File: src/rtl/vtg_pkg.sv
package vtg_pkg;
   localparam int unsigned REG_AW = 4;
   localparam int unsigned REG_DW = 16;

   localparam logic [REG_AW-1:0] ADR_CTRL = 4'd0;
   localparam logic [REG_AW-1:0] ADR_STAT = 4'd1;

   // timing fields live at 8..15; index = addr[2:0]
   localparam int unsigned F_HACT = 0;
   localparam int unsigned F_VACT = 1;
   localparam int unsigned F_HFP  = 2;
   localparam int unsigned F_VFP  = 3;
   localparam int unsigned F_HSW  = 4;
   localparam int unsigned F_VSW  = 5;
   localparam int unsigned F_HBP  = 6;
   localparam int unsigned F_VBP  = 7;
   localparam int unsigned NFIELD = 8;

   typedef struct packed {
      logic irq_en;
      logic tv_mode;
      logic frame_en;
      logic out_en;
   } ctrl_t;
endpackage

File: src/rtl/vtg_regs.sv
module vtg_regs
   import vtg_pkg::*;
#(
   parameter int unsigned CW = 12
) (
   input  logic                          clk,
   input  logic                          rst_n,
   input  logic                          we,
   input  logic [REG_AW-1:0]             addr,
   input  logic [REG_DW-1:0]             wdata,
   output logic [REG_DW-1:0]             rdata,
   input  logic                          set_pend,
   input  logic                          running,
   output ctrl_t                         ctrl_q,
   output logic [NFIELD-1:0][CW-1:0]     fld_q,
   output logic                          pend_q
);
   logic clr_req;
   logic is_fld;

   assign is_fld  = addr[REG_AW-1];
   assign clr_req = we && (addr == ADR_STAT) && wdata[0];

   always_ff @(posedge clk or negedge rst_n) begin
      if (!rst_n) begin
         ctrl_q <= '0;
         fld_q  <= '0;
      end else if (we) begin
         if (addr == ADR_CTRL) ctrl_q <= ctrl_t'(wdata[3:0]);
         if (is_fld) fld_q[addr[2:0]] <= wdata[CW-1:0];
      end
   end

   // frame-start flag: a new event outranks a same-cycle clear
   always_ff @(posedge clk or negedge rst_n) begin
      if (!rst_n)        pend_q <= 1'b0;
      else if (set_pend) pend_q <= 1'b1;
      else if (clr_req)  pend_q <= 1'b0;
   end

   always_comb begin
      rdata = '0;
      if (addr == ADR_CTRL)      rdata[3:0]    = ctrl_q;
      else if (addr == ADR_STAT) rdata[1:0]    = {running, pend_q};
      else if (is_fld)           rdata[CW-1:0] = fld_q[addr[2:0]];
   end

   p_pend_set_r10: assert property (@(posedge clk) disable iff (!rst_n)
      set_pend |=> pend_q);
   p_pend_clear_r9: assert property (@(posedge clk) disable iff (!rst_n)
      (clr_req && !set_pend) |=> !pend_q);
   p_pend_hold_r9: assert property (@(posedge clk) disable iff (!rst_n)
      (!clr_req && !set_pend) |=> $stable(pend_q));
endmodule

File: src/rtl/vtg_limits.sv
module vtg_limits #(
   parameter int unsigned CW        = 12,
   parameter int unsigned LW        = CW + 3,
   parameter bit          TV_EN     = 1'b1,
   parameter int unsigned TV_LEAD   = 10,
   parameter int unsigned TV_TAIL   = 92,
   parameter bit          TAIL_FROM_TOTAL = 1'b1
) (
   input  logic [CW-1:0] act_m1,
   input  logic [CW-1:0] fp_m1,
   input  logic [CW-1:0] sw_m1,
   input  logic [CW-1:0] bp_m1,
   input  logic          tv,
   output logic [LW-1:0] act,
   output logic [LW-1:0] sync_beg,
   output logic [LW-1:0] sync_end,
   output logic [LW-1:0] total
);
   localparam int unsigned PADW = LW - CW;
   localparam logic [LW-1:0] ONE = LW'(1);

   logic [LW-1:0] prog_beg, prog_end;

   assign act      = {{PADW{1'b0}}, act_m1} + ONE;
   assign prog_beg = act + {{PADW{1'b0}}, fp_m1} + ONE;
   assign prog_end = prog_beg + {{PADW{1'b0}}, sw_m1} + ONE;
   assign total    = prog_end + {{PADW{1'b0}}, bp_m1} + ONE;

   if (TV_EN) begin : g_tv
      logic [LW-1:0] tv_beg, tv_end;
      assign tv_beg = act + LW'(TV_LEAD);
      if (TAIL_FROM_TOTAL) begin : g_from_total
         assign tv_end = total - LW'(TV_TAIL);
      end else begin : g_from_start
         assign tv_end = tv_beg + LW'(TV_TAIL);
      end
      assign sync_beg = tv ? tv_beg : prog_beg;
      assign sync_end = tv ? tv_end : prog_end;
   end else begin : g_prog_only
      logic unused_tv;
      assign unused_tv = tv;
      assign sync_beg  = prog_beg;
      assign sync_end  = prog_end;
   end
endmodule

File: src/rtl/vtg_scan.sv
module vtg_scan #(
   parameter int unsigned LW = 15
) (
   input  logic          clk,
   input  logic          rst_n,
   input  logic          pix_en,
   input  logic          go,
   input  logic [LW-1:0] h_total,
   input  logic [LW-1:0] v_total,
   output logic [LW-1:0] hcnt,
   output logic [LW-1:0] vcnt,
   output logic          running,
   output logic          frame_evt
);
   localparam logic [LW-1:0] ONE = LW'(1);
   logic last_h, last_v;

   assign last_h    = (hcnt == h_total - ONE);
   assign last_v    = (vcnt == v_total - ONE);
   assign frame_evt = running && pix_en && (hcnt == '0) && (vcnt == '0);

   always_ff @(posedge clk or negedge rst_n) begin
      if (!rst_n) begin
         hcnt    <= '0;
         vcnt    <= '0;
         running <= 1'b0;
      end else if (!running) begin
         hcnt    <= '0;
         vcnt    <= '0;
         running <= go;
      end else if (pix_en) begin
         if (last_h) begin
            hcnt <= '0;
            if (last_v) begin
               vcnt    <= '0;
               running <= go;   // stop request honoured only here
            end else begin
               vcnt <= vcnt + ONE;
            end
         end else begin
            hcnt <= hcnt + ONE;
         end
      end
   end

   p_hwrap_r1: assert property (@(posedge clk) disable iff (!rst_n)
      (running && pix_en && last_h) |=> (hcnt == '0));
   p_hstep_r1: assert property (@(posedge clk) disable iff (!rst_n)
      (running && pix_en && !last_h) |=> (hcnt == $past(hcnt) + ONE));
   p_hold_r6: assert property (@(posedge clk) disable iff (!rst_n)
      (running && !pix_en) |=> ($stable(hcnt) && $stable(vcnt) && running));
   p_start_origin_r6: assert property (@(posedge clk) disable iff (!rst_n)
      $rose(running) |-> (hcnt == '0 && vcnt == '0));
   p_stop_edge_r7: assert property (@(posedge clk) disable iff (!rst_n)
      $fell(running) |-> $past(pix_en && last_h && last_v));
endmodule

File: src/rtl/vid_timing_gen.sv
module vid_timing_gen
   import vtg_pkg::*;
#(
   parameter int unsigned CW        = 12,
   parameter bit          TV_EN     = 1'b1,
   parameter int unsigned TV_H_LEAD = 10,
   parameter int unsigned TV_H_TAIL = 92,
   parameter int unsigned TV_V_LEAD = 1,
   parameter int unsigned TV_V_LEN  = 1,
   localparam int unsigned LW       = CW + 3
) (
   input  logic              clk,
   input  logic              rst_n,
   input  logic              pix_en,
   input  logic              reg_we,
   input  logic [3:0]        reg_addr,
   input  logic [15:0]       reg_wdata,
   output logic [15:0]       reg_rdata,
   output logic              hsync,
   output logic              vsync,
   output logic              de,
   output logic [LW-1:0]     pos_x,
   output logic [LW-1:0]     pos_y,
   output logic              irq
);
   if (CW < 4 || CW > REG_DW) begin : g_bad_cw
      $error("vid_timing_gen: CW must lie in 4..16");
   end
   if (TV_H_LEAD == 0 || TV_V_LEN == 0) begin : g_bad_tv
      $error("vid_timing_gen: TV offsets must be non-zero");
   end

   ctrl_t                     ctrl;
   logic [NFIELD-1:0][CW-1:0] fld;
   logic                      pend, running, frame_evt;
   logic [LW-1:0]             hcnt, vcnt;
   logic [LW-1:0]             h_act, h_beg, h_end, h_tot;
   logic [LW-1:0]             v_act, v_beg, v_end, v_tot;

   vtg_regs #(.CW(CW)) u_regs (
      .clk      (clk),
      .rst_n    (rst_n),
      .we       (reg_we),
      .addr     (reg_addr),
      .wdata    (reg_wdata),
      .rdata    (reg_rdata),
      .set_pend (frame_evt && ctrl.irq_en),
      .running  (running),
      .ctrl_q   (ctrl),
      .fld_q    (fld),
      .pend_q   (pend)
   );

   vtg_limits #(
      .CW(CW), .LW(LW), .TV_EN(TV_EN),
      .TV_LEAD(TV_H_LEAD), .TV_TAIL(TV_H_TAIL), .TAIL_FROM_TOTAL(1'b1)
   ) u_hlim (
      .act_m1 (fld[F_HACT]), .fp_m1 (fld[F_HFP]),
      .sw_m1  (fld[F_HSW]),  .bp_m1 (fld[F_HBP]),
      .tv     (ctrl.tv_mode),
      .act    (h_act), .sync_beg (h_beg), .sync_end (h_end), .total (h_tot)
   );

   vtg_limits #(
      .CW(CW), .LW(LW), .TV_EN(TV_EN),
      .TV_LEAD(TV_V_LEAD), .TV_TAIL(TV_V_LEN), .TAIL_FROM_TOTAL(1'b0)
   ) u_vlim (
      .act_m1 (fld[F_VACT]), .fp_m1 (fld[F_VFP]),
      .sw_m1  (fld[F_VSW]),  .bp_m1 (fld[F_VBP]),
      .tv     (ctrl.tv_mode),
      .act    (v_act), .sync_beg (v_beg), .sync_end (v_end), .total (v_tot)
   );

   vtg_scan #(.LW(LW)) u_scan (
      .clk       (clk),
      .rst_n     (rst_n),
      .pix_en    (pix_en),
      .go        (ctrl.out_en && ctrl.frame_en),
      .h_total   (h_tot),
      .v_total   (v_tot),
      .hcnt      (hcnt),
      .vcnt      (vcnt),
      .running   (running),
      .frame_evt (frame_evt)
   );

   assign de    = running && (hcnt < h_act) && (vcnt < v_act);
   assign hsync = running && (hcnt >= h_beg) && (hcnt < h_end);
   assign vsync = running && (vcnt >= v_beg) && (vcnt < v_end);
   assign pos_x = hcnt;
   assign pos_y = vcnt;
   assign irq   = pend;
endmodule

File: config.mk
export PLATFORM = sky130hd
export DESIGN_NAME = vid_timing_gen
export DESIGN_NICKNAME = d
export VERILOG_FILES = /design/src/rtl/vtg_pkg.sv /design/src/rtl/vtg_regs.sv /design/src/rtl/vtg_limits.sv /design/src/rtl/vtg_scan.sv /design/src/rtl/vid_timing_gen.sv
export SDC_FILE = /design/constraint.sdc
export NUM_CORES = 1
export LEC_CHECK = 0
export BUFFER_PORTS_ARGS = -buffer_cell sky130_fd_sc_hd__clkbuf_2
export CELL_PAD_IN_SITES_DETAIL_PLACEMENT = 0
export CELL_PAD_IN_SITES_GLOBAL_PLACEMENT = 1
export CORE_ASPECT_RATIO = 0.6
export CORE_UTILIZATION = 44
export CTS_CLUSTER_DIAMETER = 80
export DETAILED_ROUTE_END_ITERATION = 8
export GPL_TIMING_DRIVEN = 0
export MAX_ROUTING_LAYER = met4
export PLACE_DENSITY = 0.9
export SLEW_MARGIN = 20
export SYNTH_ARGS = -nofsm -noshare
export SYNTH_HDL_FRONTEND = slang
export SYNTH_SLANG_ARGS = --single-unit
File: constraint.sdc
create_clock -name clk -period 7.2 [get_ports clk]
set_input_delay 1.44 -clock clk [delete_from_list [all_inputs] [get_ports clk]]
set_output_delay 1.44 -clock clk [all_outputs]
set_load 0.01 [all_outputs]
==> results.json <==
{
  "outcome": "finished with violations",
  "violations": "setup timing",
  "synth_cells": 1604,
  "final_layout_size_suffix_gt1_share_pct": 25.4,
  "port_buffers": 62,
  "cpMostUsedCell": "ha_4",
  "setup_viol": 2,
  "finalCriticalPeriod_ns": 8.60,
  "register_area_um2": 3310,
  "wl_per_cell_um": 24.7,
  "cts_root_buffer": "clkbuf_16",
  "die_w_um": 235,
  "yosysTopAreaCell": "dfrtp_1",
  "postRouteAntennaNets": 0,
  "start_util_pct": 45.3,
  "viasPerCell": 6.46,
  "ys.flop_type": "dfrtp_1",
  "setup_ws_ns": -1.40,
  "syn_area_um2": 14300,
  "worst_setup_path_end_kind": "output pin",
  "synth_top_area_share_pct": 23.1,
  "hold_viol_final": 0,
  "avgSynthCellArea_um2": 8.92,
  "maxCapViolCount": 0,
  "cp.required_ns": 5.76,
  "cp_max_fo": 5,
  "routed-via-count": 14200,
  "core_um2": 31600,
  "die_y_um": 142,
  "htree_levels": 4,
  "path_delay_family": "compound AO/OA/AOI/OAI gates",
  "drv_slew": 0,
  "cts.clk_slew.worst_paths_ns": 0.06,
  "fin_crit_sh_pct": 119,
  "yosysSeqAreaShare_pct": 23.1,
  "relSlewSlack_pct": 15.3,
  "drt-pass1-iter-count": 7,
  "critPathKind": "reg -> out",
  "grt_pass1_wl_um": 80600,
  "grt_pass1_vias": 13100,
  "worstPathArrival_ns": 7.16,
  "hold_class": "reg -> reg",
  "yosysWarningCount": 0,
  "final_core_util_pct": 55.2,
  "grt_max_degree": 92,
  "overflow": 0,
  "dieArea_um2": 33300,
  "nets": 1957,
  "cp.buffers_inverters": 5,
  "dp_hpwl_um": 40600,
  "rsz0062_at_grt": "yes",
  "clock_skew_ns": 0.0179,
  "totalWireLength_um": 54200,
  "ys_async_sr_fraction_pct": 100,
  "multi_input_area_um2": 11500,
  "place_congestion": 1.01,
  "startpoint_type": "flop",
  "area_growth_pct": 21.9,
  "max_freq_mhz": 116,
  "tightest_slew_ns": 1.26,
  "clk_path_buf_depth": 2,
  "antenna_found_initial": 2,
  "cts_tree": "built",
  "cp_slowest_stage_delay_ns": 0.45,
  "clkLatencyLatePin_ns": 0.44,
  "ys_types": 85,
  "numCtsBuffers": 17,
  "rows": 50,
  "grt_use_total_pct": 33.1,
  "ios": 74,
  "first_iter_violations": 1750,
  "synth_area_leaders": "dfrtp_1, ha_1, mux2_2, xnor2_1, mux4_2",
  "fillers": 2718,
  "drc": 0,
  "crit_slowest_cell": "dfrtp_2",
  "cts.sinks": 132,
  "synth-edff-count": 0,
  "ys_ff_latch": 132
}
[cell type report]
class / count / share of cell area, %
clock buffer: 22 / 2.83
inverter: 74 / 1.62
tap: 416 / 2.98
timing repair buffer: 137 / 5.26
sequential: 132 / 19.0
clock inverter: 10 / 1.10
antenna: 3 / 0.0430
buffer: 48 / 1.28
multi-input combinational: 1351 / 65.9
[Yosys cell counts (5+ instances only)]
cell         n
a211oi_1    13
nand4_1     20
nor4_1      20
o21ai_1     10
and4_1       5
o22a_1       5
or3_1       18
o22ai_1      5
xnor2_1    103
fa_1         6
nand3_1     67
a2111oi_0    5
a211o_1      5
nor3b_1      5
a21o_1      24
buf_4        5
o21a_1      24
nand2b_1    28
a31oi_1     11
o211ai_1    11
nor3_1      41
mux4_2      24
dfrtp_1    132
o31ai_1      8
o21bai_1     9
nand2_1    108
inv_1       71
and3_1      20
a31o_2       5
a21oi_1     95
o21ai_0     83
ha_1       166
mux2_2      96
clkbuf_1    37
xor2_1      56
and2_1      14
buf_1        6
mux2i_1     39
nand3b_1     5
nor2b_1     27
nor2_1      98
[registers in the layout, indices dropped and copies added (netlist names)]
name            count
u_regs.ctrl_q       4
u_regs.fld_q       96
u_regs.pend_q       1
u_scan.hcnt        15
u_scan.running      1
u_scan.vcnt        15
[stage by stage]
| step | cell area, um^2 | instances | hold WS (ns) | worst slack (ns) | TNS [ns] |
|---|---|---|---|---|---|
| final | 17400 | 2193 | 0.546 | -1.40 | -1.53 |
| after floorplan | 14500 | 1607 | 0.479 | 0.0185 | 0 |
| after CTS | 17100 | 2181 | 0.543 | -1.16 | -1.21 |
| after global routing | 17400 | 2192 | 0.558 | -1.59 | -3.45 |
| after detailed placement | 15400 | 2087 | 0.529 | -1.67 | -14.60 |
| after global placement | 15300 | 2085 | 0.513 | -1.56 | -10.46 |
[worst register-to-register path: cells and delay by family (launching register included)]
kind	cells	cell delay [ns]
AOI/OAI and AO/OA	8	1.87
xor gates and xnor gates	5	0.91
adders and majority gates	4	0.92
buffers and inverters	7	1.16
DFF	1	0.45
and+or+nand+nor	8	1.62
[layout by cell type (no fill, tap or decap), types with 17 or more instances in the layout]
cell and count:
a21o_1 24, a21oi_1 77, and3_1 19, buf_4 75, clkbuf_1 32, clkbuf_16 17
clkbuf_2 60, dfrtp_1 124, ha_1 146, inv_1 69, mux2_2 96, mux2i_1 39
mux4_2 24, nand2_1 103, nand2b_1 28, nand3_1 63, nand4_1 20, nor2_1 94
nor2b_1 26, nor3_1 36, o21a_1 24, o21ai_0 76, or3_1 17, xnor2_1 89
xor2_1 45
[logic make-up after synthesis]
family / synth area share, %
simple gates: 18.0
compound gates: 16.3
fa+ha+maj: 15.3
xor+xnor: 9.73
mux: 14.1
flops: 23.1
buf+inv: 3.46
other cells: 0.0262
[metal layers]
layer / global-route usage (%) / wire, um / vias up
met2: 43.1 / 20900 / 887
met1: 47.1 / 24100 / 6951
met3: 13.8 / 8430 / 89
met5: - / 0 / -
li1: - / - / 6245
met4: 6.02 / 819 / 0
[timing repair]
action	4_1_cts	5_1_grt
hold buffers	0	0
setup endpoints to repair	33	29
resized for setup	112	44
pin swaps	51	37
hold endpoints to repair	0	0
buffers inserted	63	9
[worst paths after layout]
check	to	start	cells past startpoint	slack, ns
setup / recovery	hsync	u_regs.fld_q[0]	32	-1.40
hold reg to reg	u_regs.ctrl_q[0]	u_regs.ctrl_q[0]	1	0.55
min in group asynchronous	u_scan.hcnt[0]	rst_n	1	0.92
hold / removal	u_regs.ctrl_q[0]	u_regs.ctrl_q[0]	1	0.55
max in group asynchronous	u_regs.fld_q[3]	rst_n	2	5.42
setup reg to reg	u_scan.running	u_regs.fld_q[0]	32	0.12
Power is not shown: default switching activity piles up to over one toggle a cycle in this logic, so the estimate is an artifact.
